<file path="src/rtl/vst_pkg.sv">
package vst_pkg;

    typedef enum logic [2:0] {
        ST_IDLE,
        ST_SKIP,
        ST_WAIT,
        ST_LEAD,
        ST_SAMPLE
    } vst_state_e;

endpackage

</file>
<file path="src/rtl/vst_span_counter.sv">
// Delay counter: counts while run is high and flags the last cycle of a
// span of LIMIT cycles. A clear restarts the span and has priority.
module vst_span_counter #(
    parameter int LIMIT = 470
) (
    input  logic clk,
    input  logic rst_n,
    input  logic clear,
    input  logic run,
    output logic done
);
    localparam int W = $clog2(LIMIT + 1);
    localparam logic [W-1:0] LAST = W'(LIMIT - 1);

    logic [W-1:0] cnt_q;

    always_ff @(posedge clk or negedge rst_n) begin
        if (!rst_n) begin
            cnt_q <= '0;
        end else if (clear) begin
            cnt_q <= '0;
        end else if (run && cnt_q != LAST) begin
            cnt_q <= cnt_q + 1'b1;
        end
    end

    assign done = run && (cnt_q == LAST);
endmodule

</file>
<file path="src/rtl/vst_pixel_step.sv">
// Sample-rate divider and column counter for the active part of a line.
module vst_pixel_step #(
    parameter int CLK_DIV = 4,
    parameter int SAMPLES = 640,
    parameter int COL_W   = 10
) (
    input  logic             clk,
    input  logic             rst_n,
    input  logic             clear,
    input  logic             run,
    output logic             strobe,
    output logic             last,
    output logic [COL_W-1:0] col
);
    localparam int DIV_W = $clog2(CLK_DIV + 1);
    localparam logic [DIV_W-1:0] DIV_LAST = DIV_W'(CLK_DIV - 1);
    localparam logic [COL_W-1:0] COL_LAST = COL_W'(SAMPLES - 1);

    logic [DIV_W-1:0] div_q;
    logic [COL_W-1:0] col_q;
    logic             phase_end;

    assign phase_end = (div_q == DIV_LAST);

    always_ff @(posedge clk or negedge rst_n) begin
        if (!rst_n) begin
            div_q <= '0;
            col_q <= '0;
        end else if (clear) begin
            div_q <= '0;
            col_q <= '0;
        end else if (run) begin
            if (phase_end) begin
                div_q <= '0;
                col_q <= (col_q == COL_LAST) ? '0 : col_q + 1'b1;
            end else begin
                div_q <= div_q + 1'b1;
            end
        end
    end

    assign strobe = run && (div_q == '0);
    assign last   = run && phase_end && (col_q == COL_LAST);
    assign col    = col_q;
endmodule

</file>
<file path="src/rtl/vid_sample_timer.sv">
module vid_sample_timer
    import vst_pkg::*;
#(
    parameter int CLK_DIV   = 4,
    parameter int LINE_SKIP = 55562,
    parameter int LEAD_SKIP = 470,
    parameter int SAMPLES   = 640,
    parameter int ROWS      = 242,
    parameter int COL_W     = 10,
    parameter int ROW_W     = 8
) (
    input  logic             clk,
    input  logic             rst_n,
    input  logic             line_sync_i,
    input  logic             field_sync_i,
    input  logic             field_odd_i,
    output logic             sample_stb_o,
    output logic [COL_W-1:0] col_o,
    output logic [ROW_W-1:0] row_o,
    output logic             field_o
);
    localparam logic [ROW_W-1:0] ROW_LAST = ROW_W'(ROWS - 1);

    vst_state_e state_q, state_d;
    logic [ROW_W-1:0] row_q;
    logic             field_q;
    logic             in_line;
    logic             line_accept;
    logic             skip_done, lead_done;
    logic             pix_strobe, pix_last;
    logic [COL_W-1:0] pix_col;

    assign in_line     = (state_q == ST_WAIT) || (state_q == ST_LEAD) ||
                         (state_q == ST_SAMPLE);
    assign line_accept = line_sync_i && !field_sync_i && in_line;

    vst_span_counter #(.LIMIT(LINE_SKIP)) u_skip (
        .clk   (clk),
        .rst_n (rst_n),
        .clear (field_sync_i),
        .run   (state_q == ST_SKIP),
        .done  (skip_done)
    );

    vst_span_counter #(.LIMIT(LEAD_SKIP)) u_lead (
        .clk   (clk),
        .rst_n (rst_n),
        .clear (line_accept || field_sync_i),
        .run   (state_q == ST_LEAD),
        .done  (lead_done)
    );

    vst_pixel_step #(
        .CLK_DIV (CLK_DIV),
        .SAMPLES (SAMPLES),
        .COL_W   (COL_W)
    ) u_pix (
        .clk    (clk),
        .rst_n  (rst_n),
        .clear  (line_accept || field_sync_i),
        .run    (state_q == ST_SAMPLE),
        .strobe (pix_strobe),
        .last   (pix_last),
        .col    (pix_col)
    );

    // next-state logic
    always_comb begin
        state_d = state_q;
        if (field_sync_i) begin
            state_d = ST_SKIP;
        end else begin
            unique case (state_q)
                ST_IDLE:   state_d = ST_IDLE;
                ST_SKIP:   if (skip_done) state_d = ST_WAIT;
                ST_WAIT:   if (line_sync_i) state_d = ST_LEAD;
                ST_LEAD: begin
                    if (line_sync_i)    state_d = ST_LEAD;
                    else if (lead_done) state_d = ST_SAMPLE;
                end
                ST_SAMPLE: begin
                    if (line_sync_i)   state_d = ST_LEAD;
                    else if (pix_last) state_d = (row_q == ROW_LAST) ? ST_IDLE : ST_WAIT;
                end
                default:   state_d = ST_IDLE;
            endcase
        end
    end

    // state register
    always_ff @(posedge clk or negedge rst_n) begin
        if (!rst_n) state_q <= ST_IDLE;
        else        state_q <= state_d;
    end

    // row and field tracking
    always_ff @(posedge clk or negedge rst_n) begin
        if (!rst_n) begin
            row_q   <= '0;
            field_q <= 1'b0;
        end else if (field_sync_i) begin
            row_q   <= '0;
            field_q <= field_odd_i;
        end else if (state_q == ST_SAMPLE && pix_last && !line_sync_i) begin
            row_q <= (row_q == ROW_LAST) ? '0 : row_q + 1'b1;
        end
    end

    // outputs
    always_comb begin
        sample_stb_o = pix_strobe;
        col_o        = pix_col;
        row_o        = row_q;
        field_o      = field_q;
    end
endmodule

</file>
<file path="config.mk">
export PLATFORM = sky130hd
export DESIGN_NAME = vid_sample_timer
export DESIGN_NICKNAME = d
export VERILOG_FILES = /design/src/rtl/vst_pkg.sv /design/src/rtl/vst_span_counter.sv /design/src/rtl/vst_pixel_step.sv /design/src/rtl/vid_sample_timer.sv
export SDC_FILE = /design/constraint.sdc
export NUM_CORES = 1
export LEC_CHECK = 0
export CAP_MARGIN = 10
export CORE_MARGIN = 2
export CORE_UTILIZATION = 25
export DETAILED_ROUTE_END_ITERATION = 16
export PLACE_DENSITY_LB_ADDON = 0.08
export SYNTH_ARGS = -nofsm -noshare
export SYNTH_HDL_FRONTEND = slang
export SYNTH_SLANG_ARGS = --single-unit
</file>
<file path="constraint.sdc">
create_clock -name clk -period 2.8 [get_ports clk]
set_input_delay 0.28 -clock clk [delete_from_list [all_inputs] [get_ports clk]]
set_output_delay 0.28 -clock clk [all_outputs]
set_load 0.01 [all_outputs]
</file>
# Word-level counts from Yosys, hierarchy flattened
# Cells that the tools add are included.
# W data, S select, Z words.
# op_classes
reduce_logical,24
eq_ne,15
n_mux,23
n_addsub,5
# ops
op,n
$mux W10,4
$mux W16,2
$mux W3,10
$mux W8,3
$mux W9,2
$add A16 B1 Y16 const B,1
$eq A16 B16 Y1 const B,1
$ne A16 B16 Y1 const B,1
$pmux W3 S4,1
$logic_and A1 B1 Y1,11
$add A10 B1 Y10 const B,1
$eq A10 B10 Y1 const B,1
$reduce_bool A2 Y1,5
$add A9 B1 Y9 const B,1
$eq A3 B2 Y1 const B,3
$eq A9 B9 Y1 const B,1
$ne A9 B9 Y1 const B,1
$add A8 B1 Y8 const B,1
$eq A8 B8 Y1 const B,1
$ne A4 B4 Y1 const B,2
$ne A3 B3 Y1 const B,2
$reduce_and A4 Y1,1
$add A3 B1 Y3 const B,1
$eq A3 B1 Y1 const B,1
other kinds (6),9
# totals
regBits,50
elab_cells,74
in_bits,5
out_inout_bits,20

# Depth between registers and ports, before layout
# Gate-level depths: netlist of the first run.
# logic_depth
word_depth,7
mapped_depth,8
ltp_nobuf,7

# Cells and area by module
# Synthesis of the first run repeated with hierarchy kept, for this count alone.
# unflattened
hier_cells,299
area_unflattened_um2,2909.0
# by_module_without_submodules
module,cells_each,n_inst,area_per_inst_um2
vst_span_counter (u_skip),95,1,928.4
vid_sample_timer,82,1,783.3
vst_pixel_step,69,1,695.7
vst_span_counter (u_lead),53,1,501.7

# Worst setup path before layout of the first run
# Ideal clock, no wire load.
# synth_path
path_type,reg2reg
from,reg u_skip.cnt_q[5]
to,reg state_q[0]
t_required_ns,2.666
synth_period_minus_slack_ns,1.871
path_slack_ns,0.929
setup_ns,0.134
stages_incl_launch_ff,6
t_arrival_ns,1.737
path_cell_list,dfrtp_1 > or4b_4 > nor4_4 > nor2_2 > o32ai_1 > o31ai_1
# synth_between
elab_chain_cells,4
# synth_lines
item,line_no,text
start: declaration,vst_span_counter.sv:15,logic [W-1:0] cnt_q;
start signal: assignment,vst_span_counter.sv:23,cnt_q <= cnt_q + 1'b1;
$eq A16 B16 Y1,vst_span_counter.sv:27,assign done = run && (cnt_q == LAST);
$logic_and A1 B1 Y1,vst_span_counter.sv:27,
$ne A3 B3 Y1 (no line),--,
$reduce_and A4 Y1 (no line),--,
end signal: assignment,vid_sample_timer.sv:93,else state_q <= state_d;
end: declaration,vid_sample_timer.sv:24,"vst_state_e state_q, state_d;"
# Every way passes these cells.
# A chain may end at the register's enable or synchronous reset.

# Worst setup path after layout of the first run
# layout_path
from,reg state_q[0]
to,out sample_stb_o
# layout_between
elab_chain_cells,2
# layout_lines
item,line_no,text
$eq A3 B3 Y1,vid_sample_timer.sv:61,".run (state_q == ST_SAMPLE),"
$logic_and A1 B1 Y1,vst_pixel_step.sv:42,assign strobe = run && (div_q == '0);
end: declaration,vid_sample_timer.sv:17,"output logic sample_stb_o,"
# Every way passes these cells.

==> results of run 1 <==
## kinds of logic (layout without fill, tap and decap cells)
logic type,Yosys count,count (layout),share of synthesized area (%)
adder cells (fa/ha/maj),9,9,4.05
XOR/XNOR,30,30,9.46
AO/OA/AOI/OAI,39,39,9.37
flip-flops,50,50,45.0
AND/OR/NAND/NOR,143,143,28.4
multiplexers,1,1,0.405
buffers and inverters,21,46,3.33
## worst reg2reg max path, stage by stage, from the launching register on
cell	delay [ns]
sky130_fd_sc_hd__dfrtp_1	0.53
sky130_fd_sc_hd__nor3b_4	0.45
sky130_fd_sc_hd__nand2_4	0.10
sky130_fd_sc_hd__or4_1	0.69
sky130_fd_sc_hd__nor4_2	0.21
sky130_fd_sc_hd__a21o_1	0.12
## flip-flops by register name, summed over array words and instances, names as in the netlist
signal / flops
u_lead.cnt_q: 9
state_q: 3
u_pix.col: 10
u_pix.div_q: 3
u_skip.cnt_q: 16
field_o: 1
row_o: 8
## power groups by stage
| stage | registers, mW | logic [mW] | clock network, mW |
|---|---|---|---|
| 2_1_floorplan | 0.750 | 0.0311 | 0 |
| 3_3_place_gp | 0.750 | 0.0723 | 0 |
| 3_5_place_dp | 0.751 | 0.0716 | 0 |
| 4_1_cts | 0.737 | 0.0721 | 0.446 |
| 5_1_grt | 0.738 | 0.0792 | 0.470 |
| 6_report | 0.736 | 0.0690 | 0.416 |
## cells in the mapped netlist, types with 2 or more instances
cell type	instances	share of area [%]
sky130_fd_sc_hd__a211o_1	2	0.63
sky130_fd_sc_hd__a211oi_1	2	0.54
sky130_fd_sc_hd__a21o_1	2	0.54
sky130_fd_sc_hd__a21oi_1	8	1.4
sky130_fd_sc_hd__a31oi_1	3	0.68
sky130_fd_sc_hd__and3_1	7	1.6
sky130_fd_sc_hd__and4_1	3	0.95
sky130_fd_sc_hd__and4b_1	2	0.72
sky130_fd_sc_hd__buf_2	4	0.72
sky130_fd_sc_hd__clkbuf_1	5	0.68
sky130_fd_sc_hd__dfrtp_1	50	45
sky130_fd_sc_hd__ha_1	9	4.1
sky130_fd_sc_hd__inv_1	9	1.2
sky130_fd_sc_hd__nand2_1	24	3.2
sky130_fd_sc_hd__nand3_1	21	3.8
sky130_fd_sc_hd__nand3b_1	2	0.54
sky130_fd_sc_hd__nand4_1	8	1.8
sky130_fd_sc_hd__nand4b_1	2	0.63
sky130_fd_sc_hd__nor2_1	42	5.7
sky130_fd_sc_hd__nor2b_1	2	0.45
sky130_fd_sc_hd__nor3_1	5	0.90
sky130_fd_sc_hd__nor3b_1	6	1.6
sky130_fd_sc_hd__o21ai_0	9	1.6
sky130_fd_sc_hd__o31ai_1	4	1.1
sky130_fd_sc_hd__or3_1	3	0.68
sky130_fd_sc_hd__or3b_2	2	0.63
sky130_fd_sc_hd__xnor2_1	8	2.5
sky130_fd_sc_hd__xor2_1	22	6.9
## worst paths after layout
kind | start | end | slack (ns) | depth (start not counted)
worst max-delay path | state_q[0] | sample_stb_o | 0.32 | 3
worst min-delay path | rst_n | u_skip.cnt_q[10] | 0.05 | 1
worst max register to register | state_q[2] | row_o[6] | 0.65 | 5
worst min register to register | row_o[7] | row_o[7] | 0.52 | 1
max in group asynchronous | rst_n | u_pix.col[9] | 2.05 | 2
min in group clk | row_o[7] | row_o[7] | 0.52 | 1
## metrics by stage
stage | setup WS [ns] | cells | instance area (um^2) | hold slack, ns
floorplan | 0.929 | 293 | 2780 | -0.0156
global placement | 0.558 | 451 | 3180 | 0.416
detailed placement | 0.524 | 451 | 3180 | 0.412
CTS | 0.279 | 458 | 3250 | 0.0799
global route | 0.153 | 458 | 3250 | 0.108
finish | 0.324 | 458 | 3250 | 0.0499
## layout make-up
cell class / instances / area [um^2] / share of cell area, %
multi-input combinational: 222 / 1440 / 44.1
sequential: 50 / 1250 / 38.5
timing repair buffer: 30 / 280 / 8.62
tap: 140 / 175 / 5.39
clock buffer: 7 / 76.3 / 2.35
inverter: 9 / 33.8 / 1.04
## metal layers
layer	global-route usage [%]	vias up	wire, um
met5	0	-	0
met4	1.90	0	29
met3	2.96	4	186
met2	16.9	21	2790
met1	17.7	1056	3470
li1	-	1073	-
==> results.md, run 1 <==
- The slew at the pin closest to its max-slew limit is about 0.78 ns.
- The wire length of the first global-routing pass is 11,000 um.
- The signal on the critical path passes through or3b_2, nor3b_1, clkdlybuf4s50_1.
- For this design the static power due to leakage is approximately 1.4 nW.
- The peak supply drop is 0.167 mV.
- The count of mapped cells out of synthesis is 293.
- The minimum clock period after layout is 2.48 ns.
- The relative contribution of sequential cells to total power is ~60%.
- The kind of cell with the highest combined delay on the critical path is simple AND/OR/NAND/NOR gates.
- The number of placement rows is 38.
- Counting flops with a built-in enable in the synthesized netlist gives 0.
- Clock skew on the completed layout was measured at 0.00254 ns.
- The count of fill cells added during filler insertion is about 1,200.
- Among all stages on the critical path, the largest delay is contributed by sky130_fd_sc_hd__or3b_2.
- The worst path uses between 80 and 90% of the clock period.
- The post-synthesis instance area is between 2000 and 3000 um^2.
- The kind of capture point of the worst setup path is an output pin.
- The sequential share of the synthesized area is 45.0%.
- The library cells used most frequently in the layout, excluding fill and tap cells, are sky130_fd_sc_hd__dfrtp_1 (50), sky130_fd_sc_hd__nor2_1 (42), sky130_fd_sc_hd__nand2_1 (24).
- After detailed routing, the number of vias per cell comes to between 4 and 5.
- The net count of the mapped netlist is around 310.
- After detailed routing, the number of remaining DRC violations is 0.
- The number of global-route vias before repair is approximately 2,200.
- The cell sitting at the root of the clock tree is a sky130_fd_sc_hd__clkbuf_8.
- The final-report hold violation count came to 0.
- The share of power burned in combinational logic is 5.6%.
- The initial cell density of the core is around 26%.
- Synthesis inferred 50 register bits.
- Of the total power, the share spent switching nets is between 20 and 25%.
- The clock buffer count from CTS is 5.
- The run finished with clean final reports.
- Along the worst path, the maximum fanout reaches 12.
- The detailed-router iteration count before antenna repair is 6.
- The number of buffers and inverters on the critical path is 1.
- The H-tree was split into 2 levels.
- The detail route stage leaves a number of antenna-violating nets equal to 0.
- The clock power share is between 30% and 40%.
- The net count of the finished layout is 332.
- The path class of the tightest hold or removal check is primary input to async pin.
- The mean instance size in the synthesized netlist is 9.48 um^2.
- The clock latency at the later pin of the worst-skew pair is approximately 0.3 ns.
- The count of port buffers added during placement is 24.
- The upper clock frequency limit is between 400 and 500 MHz.
- Measured along the y axis, the die boundary spans around 110 um.
- The number of pins with negative max-slew slack in the final report is 0.
- The setup TNS is 0 ns.
- The longest clock path from root to sink contains 2 buffers.
- CTS saw 50 sinks.
- The floorplan step defined a core boundary enclosing roughly 11,000 um^2.
- Relative to the synthesized area, the layout overhead comes to 17.0%.
- The total of warnings raised by yosys is 0.
- The initial antenna violation count was 0.
- The switching power is just under 0.3 mW.
- The routability congestion estimate from global placement is 0.772.
- The most common library cell in the layout ignoring fill and taps is sky130_fd_sc_hd__dfrtp_1.
- Data arrives at the worst endpoint at between 2 and 2.5 ns.
- For this design the top-level I/O count stands at 25.
- Setup repair after global routing left no endpoint under its margin.
- The count of different cell masters after synthesis is 55.
- The category of the worst setup path launch point is a flip-flop.
- The CTS tree is built.
- Once the clock tree was built, the resizer swapped 0 gates to a different size.
- The overall die area is around 12,000 um^2.
- The power density relative to cell area is ~380 nW/um^2.
- Cells with a size suffix above 1 make up 7.55% of the layout.
- Entering global routing, the biggest net connects 32 pins.
- The leading register cell type out of synthesis is sky130_fd_sc_hd__dfrtp_1.
- The DRC violation total after the first TritonRoute iteration is 79.
- After detailed routing, the average wire length per cell comes to around 14 um.
- In this design, the stage delay of the slowest critical-path cell is about 0.57 ns.
- The total of max-cap violations is 0.
- The internal power contribution is between 0.9 and 1 mW.
- The detailed-route wire length is roughly 6500 um.
- Setup violations remaining at the end of the flow were counted as 0.
- The register clock-pin slew on the reported worst setup and hold paths is approximately 0.09 ns.
- For this run the aggregate overflow at the end of global routing stands at 0.
- The post-route core utilization is 30.0%.
- The number of diodes is 0.
- Once detailed placement completed, the half-perimeter wirelength came to between 4000 and 5000 um.
- The global-route total usage across every layer is 11.7%.
- The worst max-slew margin expressed relative to the limit is 48.2%.
- The total number of vias is 2,154.
- The quantity of hold-fixing buffers added after cts is 0.
- The worst setup path is of the flip-flop to output pin kind.
- The total design power is 1.22 mW.
- After clock tree synthesis, the setup repair step added 0 buffers.
- The share of async-settable or async-resettable flops after synthesis is 100%.
- For the worst setup path, the data required time is around 2.5 ns.
- The die is between 100 and 150 um wide.
Note: power is estimated with default switching activity, not from simulation.
==> run 2, diff against run 1 <==
Settings changed: SKIP_LAST_GASP set to 1.
Clock period 2.8 ns to 2.25 ns, I/O delays scaled along.
==> run 2 against run 1 <==
Net effect:
- final cell count rose by 2.2%
- cell area up 3.0%
- global-route usage hardly changed
- count of clock-buffer cells in the layout is the same
- sequential share of layout area down 1.1 points
- utilization grew 0.89 points
- power increased by 36%
- register-to-register slack lost 0.45 ns
- largest power group unchanged
==> results.md, run 2 (synthesis gave the netlist of run 1 again) <==
- Status: finished clean (unchanged).
- The sink count of the clock tree is 50 (unchanged).
- The fraction of final layout cells sized beyond drive strength 1 is 10.4% (was 7.55%).
- The detailed-route wire length is 6400 um (was 6470 um).
- The largest driver fanout on the critical path was 7 (was 12).
- The master cell of the clock root buffer is sky130_fd_sc_hd__clkbuf_8 (unchanged).
- RSZ-0062 raised after global routing: no (unchanged).
- The kind of critical path is flip-flop to flip-flop (was flip-flop to output pin).
- The final clock skew is 0.0101 ns (was 0.00254 ns).
- The final critical-path share of the clock period is 91.2%.
- The post-CTS repair timing setup buffer count was 0 (unchanged).
- The slew at the pin closest to its max-slew limit is 0.687 ns (was 0.777 ns).
- The initial cell density of the core was 25.6% (unchanged).
- The post-placement worst setup slack is 0.110 ns (was 0.524 ns).
- The register clock-pin slew on the reported worst setup and hold paths is 0.10 ns (was 0.09 ns).
- The count of pins on the block boundary is 25 (unchanged).
- The clock buffer count from CTS is 5 (unchanged).
- The count of port buffers added during placement is 24 (unchanged).
- The maximum clock insertion buffer count came to 2 (unchanged).
- The setup TNS came to 0 ns (unchanged).
- The arrival time at the worst endpoint is 2.30 ns (was 2.20 ns).
- The area added between synthesis and finish is 20.5% (was 17.0%).
- The register with the highest flop count is u_skip.cnt_q (unchanged).
- The routability congestion estimate from global placement is 0.706 (was 0.772).
- The total number of vias is 2,170 (was 2,154).
- The post-detailed-route via-to-cell ratio is 4.64 (was 4.70).
- The remaining global-route overflow is 0 (unchanged).
- The die boundary width is 109 um (unchanged).
- The share of power burned in combinational logic is 5.4% (was 5.6%).
- Highest-count cells in the layout ignoring fill and taps: sky130_fd_sc_hd__dfrtp_1 (50), sky130_fd_sc_hd__nor2_1 (42), sky130_fd_sc_hd__nand2_1 (24) (unchanged).
- The post-place instance area came to 3240 um^2 (was 3180 um^2).
- The pin count of the biggest net entering global routing is 51 (was 32).
- The endpoint required time on the critical path is 2.50 ns (was 2.52 ns).
- The peak supply drop is 0.206 mV (was 0.167 mV).
- For this run, the top clock speed supported by timing is between 400 and 500 MHz.
- The flip-flop count of the largest register, all copies and words added is 16 (unchanged).
- The detailed-route wire length per cell came to 13.7 um (was 14.1 um).
- The final-report hold violation count is 0 (unchanged).
- The most common library cell in the layout ignoring fill and taps is sky130_fd_sc_hd__dfrtp_1 (unchanged).
- The switching share of total power came to 23.4% (was 24.2%).
- The quantity of hold-fixing buffers added after cts is 0 (unchanged).
- The switching power was 0.388 mW (was 0.295 mW).
- The kind of capture point of the worst setup path is a flip-flop (was output pin).
- The post-CTS resize count came to 1 (was 0).
- The number of placement rows is 38 (unchanged).
- The vertical extent of the die came to 109 um (unchanged).
- The placeable core region is 10,800 um^2 (unchanged).
- The post-detailed-route count of antenna-violating nets came to 0 (unchanged).
- The power density relative to cell area is 496 nW/um^2 (was 376 nW/um^2).
- The level count of the clock H-tree came to 2 (unchanged).
- The internal power contribution is 1.27 mW (was 0.926 mW).
- The detailed-router iteration count before antenna repair is 4 (was 6).
- The global-route total usage across every layer is 11.7% (about the same).
- The clock power share is 39.5% (was 34.1%).
- The setup slack of the critical path after layout is 0.197 ns (was 0.324 ns).
- The initial antenna violation count is 0 (unchanged).
- The count of nets after finishing is 341 (was 332).
- The relative contribution of sequential cells to total power was 55.1% (was 60.3%).
- The path type of the worst min-delay path is primary input to async pin (unchanged).
- The total design power is 1.66 mW (was 1.22 mW).
- The DRC violation total after the first TritonRoute iteration is 117 (was 79).
- The CTS tree is built (unchanged).
- The category of the worst setup path launch point was a flip-flop (unchanged).
- The worst max-slew margin expressed relative to the limit is 54.2% (was 48.2%).
- The total setup violations reported at the end of the flow is 0 (unchanged).
- After layout, the minimum clock period comes to a little over 2 ns.
- The number of pins with negative max-slew slack in the final report is 0 (unchanged).
- The post-detailed-route DRC marker count is 0 (unchanged).
- The overall die area is 12,000 um^2 (unchanged).
- The number of diodes is 0 (unchanged).
- The clock latency at the later pin of the worst-skew pair was 0.31 ns (was 0.30 ns).
- The leakage power came to 1.43 nW (was 1.36 nW).
- The total non-filler cell area in the finished layout is 3350 um^2 (was 3250 um^2).
- The total of max-cap violations was 0 (unchanged).
- The number of global-route vias before repair was 2,278 (was 2,156).
- The HPWL after detailed placement was 4410 um (was 4550 um).
- The wire length of the first global-routing pass is 11,100 um (was 11,000 um).
## run 2: changes by cell type in the layout (fill, tap and decap cells not counted)
| cell | before | now |
|---|---|---|
| sky130_fd_sc_hd__dlygate4sd2_1 | 0 | 1 |
| sky130_fd_sc_hd__clkdlybuf4s50_1 | 23 | 22 |
| sky130_fd_sc_hd__buf_4 | 6 | 15 |
| sky130_fd_sc_hd__bufinv_16 | 0 | 1 |
## run 2: routing by layer
| layer | routed length, um | track usage, % |
|---|---|---|
| met4 | 48 | 2.44 |
| met2 | 2810 | 18.0 |
| met5 | 0 | 0 |
| met1 | 3380 | 16.8 |
| met3 | 153 | 2.61 |
## run 2: metrics by stage
step,util [%],hold slack (ns),std cells
global route,30.9,0.102,468
CTS,30.9,0.0742,468
detailed placement,29.9,0.419,460
global placement,29.9,0.412,460
floorplan,-,-0.0706,293
finish,30.9,0.0359,468
## run 2: path summary, 6_finish.rpt
path                       cells past startpoint  slack (ns)                to      startpoint
max                                            6        0.20          row_o[6]  u_pix.div_q[0]
min                                            2        0.04  u_skip.cnt_q[11]           rst_n
max reg2reg                                    6        0.20          row_o[6]  u_pix.div_q[0]
min reg2reg                                    1        0.52           field_o         field_o
max in group asynchronous                      2        1.76      u_pix.col[7]           rst_n
min in group clk                               1        0.52           field_o         field_o
## run 2: area by class of cell
class	count	area, um^2
fillers	1162	7490
multi-input cells	222	1440
flip-flops and latches	50	1250
repair buffers	39	347
well taps	140	175
clock buffers	7	76.3
inverters	9	33.8
clock inverters	1	30.0
## run 2: power groups by stage
stage | registers [mW] | clock network (mW) | logic (mW)
2_1_floorplan | 0.933 | 0 | 0.0387
3_3_place_gp | 0.934 | 0 | 0.0930
3_5_place_dp | 0.934 | 0 | 0.0925
4_1_cts | 0.916 | 0.683 | 0.0930
5_1_grt | 0.918 | 0.730 | 0.100
6_report | 0.916 | 0.656 | 0.0893
## run 2: worst max-delay path: stages (launching register included)
cell and delay [ns]:
sky130_fd_sc_hd__dfrtp_1 0.38, sky130_fd_sc_hd__ha_1 0.19, sky130_fd_sc_hd__nor2b_1 0.30, sky130_fd_sc_hd__nand2_4 0.10, sky130_fd_sc_hd__or4_1 0.69, sky130_fd_sc_hd__nor4_2 0.23
sky130_fd_sc_hd__a21o_1 0.11
==> run 3, diff against run 2 <==
Settings changed: CTS_CLUSTER_SIZE set to 14, PLACE_DENSITY set to 0.42, PLACE_DENSITY_LB_ADDON 0.08 to unset, RECOVER_POWER set to 25.
==> run 3 against run 2 <==
Net effect:
- the run now ends with capacitance limit, slew limit left
- flip-flop and latch count stayed put
- cell area is 0.26% lower
- clock skew is 0.0033 ns lower
- combinational power is 4.0% higher
- routed wire length is 1.3% lower
- critical path depth is 3 lower
- count of clock-buffer cells in the layout stayed put
- sequential share of layout area is 0.098 points higher
- critical path type is now flip-flop to output pin
- critical endpoint is now sample_stb_o
==> results.md, run 3 (synthesis gave the netlist of run 1 again) <==
- The area occupied by multi-input gates was 1440 um^2 (unchanged).
- The number of pins with negative max-slew slack in the final report was 24 (was 0).
- The peak supply drop came to 0.210 mV (was 0.206 mV).
- The internal power contribution is 1.16 mW (was 1.27 mW).
- The number of cells in the design after placement is 460 (unchanged).
- The maximum clock insertion buffer count is 2 (unchanged).
- The count of nets after finishing was 342 (was 341).
- The combined flip-flop and latch cell area is 1250 um^2 (unchanged).
- The total number of vias is 2,224 (was 2,170).
- The leakage power is 1.42 nW (was 1.43 nW).
- The clock power share was 34.3% (was 39.5%).
- The post-detailed-route via-to-cell ratio was 4.75 (was 4.64).
- The count of port buffers added during placement is 24 (unchanged).
- The remaining global-route overflow is 0 (unchanged).
- The count of pins on the block boundary is 25 (unchanged).
- The overall die area came to 12,000 um^2 (unchanged).
- The flip-flop count of the largest register, all copies and words added is 16 (unchanged).
- The post-detailed-route count of antenna-violating nets is 0 (unchanged).
- The most common library cell in the layout ignoring fill and taps is sky130_fd_sc_hd__dfrtp_1 (unchanged).
- The slew at the pin closest to its max-slew limit is 1.54 ns (was 0.687 ns).
- The kind of capture point of the worst setup path is an output pin (was flip-flop).
- The endpoint required time on the critical path is 2.03 ns (was 2.50 ns).
- The final clock skew came to 0.00680 ns (was 0.0101 ns).
- The DRC violation total after the first TritonRoute iteration came to 67 (was 117).
- The sink count of the clock tree is 50 (unchanged).
- The final critical-path share of the clock period is 89.7% (was 91.2%).
- The checks that failed: capacitance limit, slew limit.
- The path type of the worst min-delay path is flip-flop to flip-flop (was primary input to async pin).
- The upper clock frequency limit is 495 MHz (was 487 MHz).
- The power density relative to cell area is 459 nW/um^2 (was 496 nW/um^2).
- The worst stage delay on the critical path is 0.52 ns (was 0.69 ns).
- The clock latency at the later pin of the worst-skew pair is 0.30 ns (was 0.31 ns).
- The detailed-route wire length is 6320 um (was 6400 um).
- The clock buffer count from CTS came to 5 (unchanged).
- The post-CTS repair timing setup buffer count is 0 (unchanged).
- The most heavily used metal layer in global routing is met2 (unchanged).
- The register clock-pin slew on the reported worst setup and hold paths is 0.09 ns (was 0.10 ns).
- Worst-path cell chain: or3b_2, nor3b_1, dlygate4sd2_1 (was ha_1, nor2b_1, nand2_4, or4_1, nor4_2, a21o_1).
- Highest-count cells in the layout ignoring fill and taps: sky130_fd_sc_hd__dfrtp_1 (50), sky130_fd_sc_hd__nor2_1 (42), sky130_fd_sc_hd__nand2_1 (24) (unchanged).
- The count of fill cells added during filler insertion is 1,182 (was 1,162).
- The wire length of the first global-routing pass is 10,900 um (was 11,100 um).
- The slowest library cell on the worst path is sky130_fd_sc_hd__or3b_2 (was sky130_fd_sc_hd__or4_1).
- The placeable core region was 10,800 um^2 (unchanged).
- RSZ-0062 raised after global routing: no (unchanged).
- The number of global-route vias before repair is 2,220 (was 2,278).
- The share of power burned in combinational logic came to 6.1% (was 5.4%).
- The post-detailed-route DRC marker count is 0 (unchanged).
- The arrival time at the worst endpoint came to 1.79 ns (was 2.30 ns).
- The minimum clock period after layout is 2.02 ns (was 2.05 ns).
- The relative contribution of sequential cells to total power was 59.7% (was 55.1%).
- The vertical extent of the die came to 109 um (unchanged).
- The switching power is 0.376 mW (was 0.388 mW).
- The global-route total usage across every layer is 11.4% (was 11.7%).
- The pin count of the biggest net entering global routing is 29 (was 51).
- The post-placement worst setup slack is 0.129 ns (was 0.110 ns).
- The met3 track demand over resource was 2.13% (was 2.61%).
- The kind of critical path is flip-flop to output pin (was flip-flop to flip-flop).
- The area added between synthesis and finish was 20.2% (was 20.5%).
- The level count of the clock H-tree came to 2 (unchanged).
- The number of diodes is 0 (unchanged).
- The post-route non-filler standard cell count was 468 (unchanged).
- The setup TNS was 0 ns (unchanged).
- The die boundary width is 109 um (unchanged).
- The master cell of the clock root buffer was sky130_fd_sc_hd__clkbuf_8 (unchanged).
- The CTS tree is built (unchanged).
- The detailed-router iteration count before antenna repair is 4 (unchanged).
- The initial antenna violation count is 0 (unchanged).
- The category of the worst setup path launch point is a flip-flop (unchanged).
- Status: finished with violations (was finished clean).
- The initial cell density of the core is 25.6% (unchanged).
- The worst max-slew margin expressed relative to the limit came to -2.74% (was 54.2%).
- The HPWL after detailed placement is 4430 um (was 4410 um).
- The total of max-cap violations was 1 (was 0).
- The fraction of final layout cells sized beyond drive strength 1 is 9.76% (was 10.4%).
- The switching share of total power was 24.5% (was 23.4%).
- The routability congestion estimate from global placement was 0.761 (was 0.706).
- The number of placement rows came to 38 (unchanged).
- The global-route track usage on met1 is 16.0% (was 16.8%).
- The smallest hold slack was 0.522 ns (was 0.0359 ns).
- The largest driver fanout on the critical path is 5 (was 7).
- The total setup violations reported at the end of the flow is 0 (unchanged).
- The register with the highest flop count is u_skip.cnt_q (unchanged).
- The final-report hold violation count is 0 (unchanged).
- The met2 usage in global routing is 18.1% (was 18.0%).
- The detailed-route wire length per cell is 13.5 um (was 13.7 um).
- The setup slack of the critical path after layout is 0.232 ns (was 0.197 ns).
-- run 3: cell types whose count changed in the layout (fill, tap and decap cells not counted), sizes merged --
| cell | delta |
|---|---|
| dlygate4sd3 | +1 |
| clkbuf | +1 |
| bufinv | -1 |
| buf | -1 |
-- run 3: critical path: cells and delay by family, from the launching register on --
family | cells | cell delay (ns)
DFF | 1 | 0.43
and+or+nand+nor | 2 | 0.76
buffers and inverters | 1 | 0.30
-- run 3: per-layer routing --
layer  wire length (um)  part of all wire, %
met1               3250                   51
met4                 51                 0.81
met3                175                  2.8
met2               2840                   45
met5                  0                    0
-- run 3: cell type report --
class / instances / area share (%)
Timing Repair Buffer: 40 / 11.0
Tap cell: 140 / 5.25
Inverter: 9 / 1.01
Clock buffer: 7 / 2.29
Sequential cell: 50 / 37.5
Multi-Input combinational cell: 222 / 43.0
-- run 3: stage by stage --
step                      util (%)  power [mW]  area, um^2
after floorplan                  -       0.972        2780
final                         30.8        1.53        3340
after global placement        30.0        1.03        3260
after global routing          30.8        1.61        3340
after CTS                     30.8        1.56        3340
after detailed placement      30.0        1.03        3260
-- run 3: final timing paths --
path | from | endpoint | slack [ns] | cells after the start
setup / recovery | state_q[0] | sample_stb_o | 0.23 | 3
hold reg to reg | field_o | field_o | 0.52 | 1
hold / removal | field_o | field_o | 0.52 | 1
setup reg to reg | u_pix.div_q[1] | row_o[6] | 0.25 | 6
max in group asynchronous | rst_n | state_q[2] | 0.53 | 2
min in group asynchronous | rst_n | u_lead.cnt_q[2] | 0.83 | 2
-- run 3: what timing repair did --
action                                  CTS  global route
endpoints found under the setup margin    1             0
endpoints found under the hold margin    23             0
gates resized for setup                   1             0
hold buffers                              1             0
-- run 3: power by group through the flow --
stage / clock network [mW] / logic, mW / registers (mW)
6_report: 0.526 / 0.0929 / 0.915
5_1_grt: 0.589 / 0.105 / 0.918
4_1_cts: 0.552 / 0.0966 / 0.916
3_5_place_dp: 0 / 0.0949 / 0.933
3_3_place_gp: 0 / 0.0956 / 0.933
2_1_floorplan: 0 / 0.0387 / 0.933
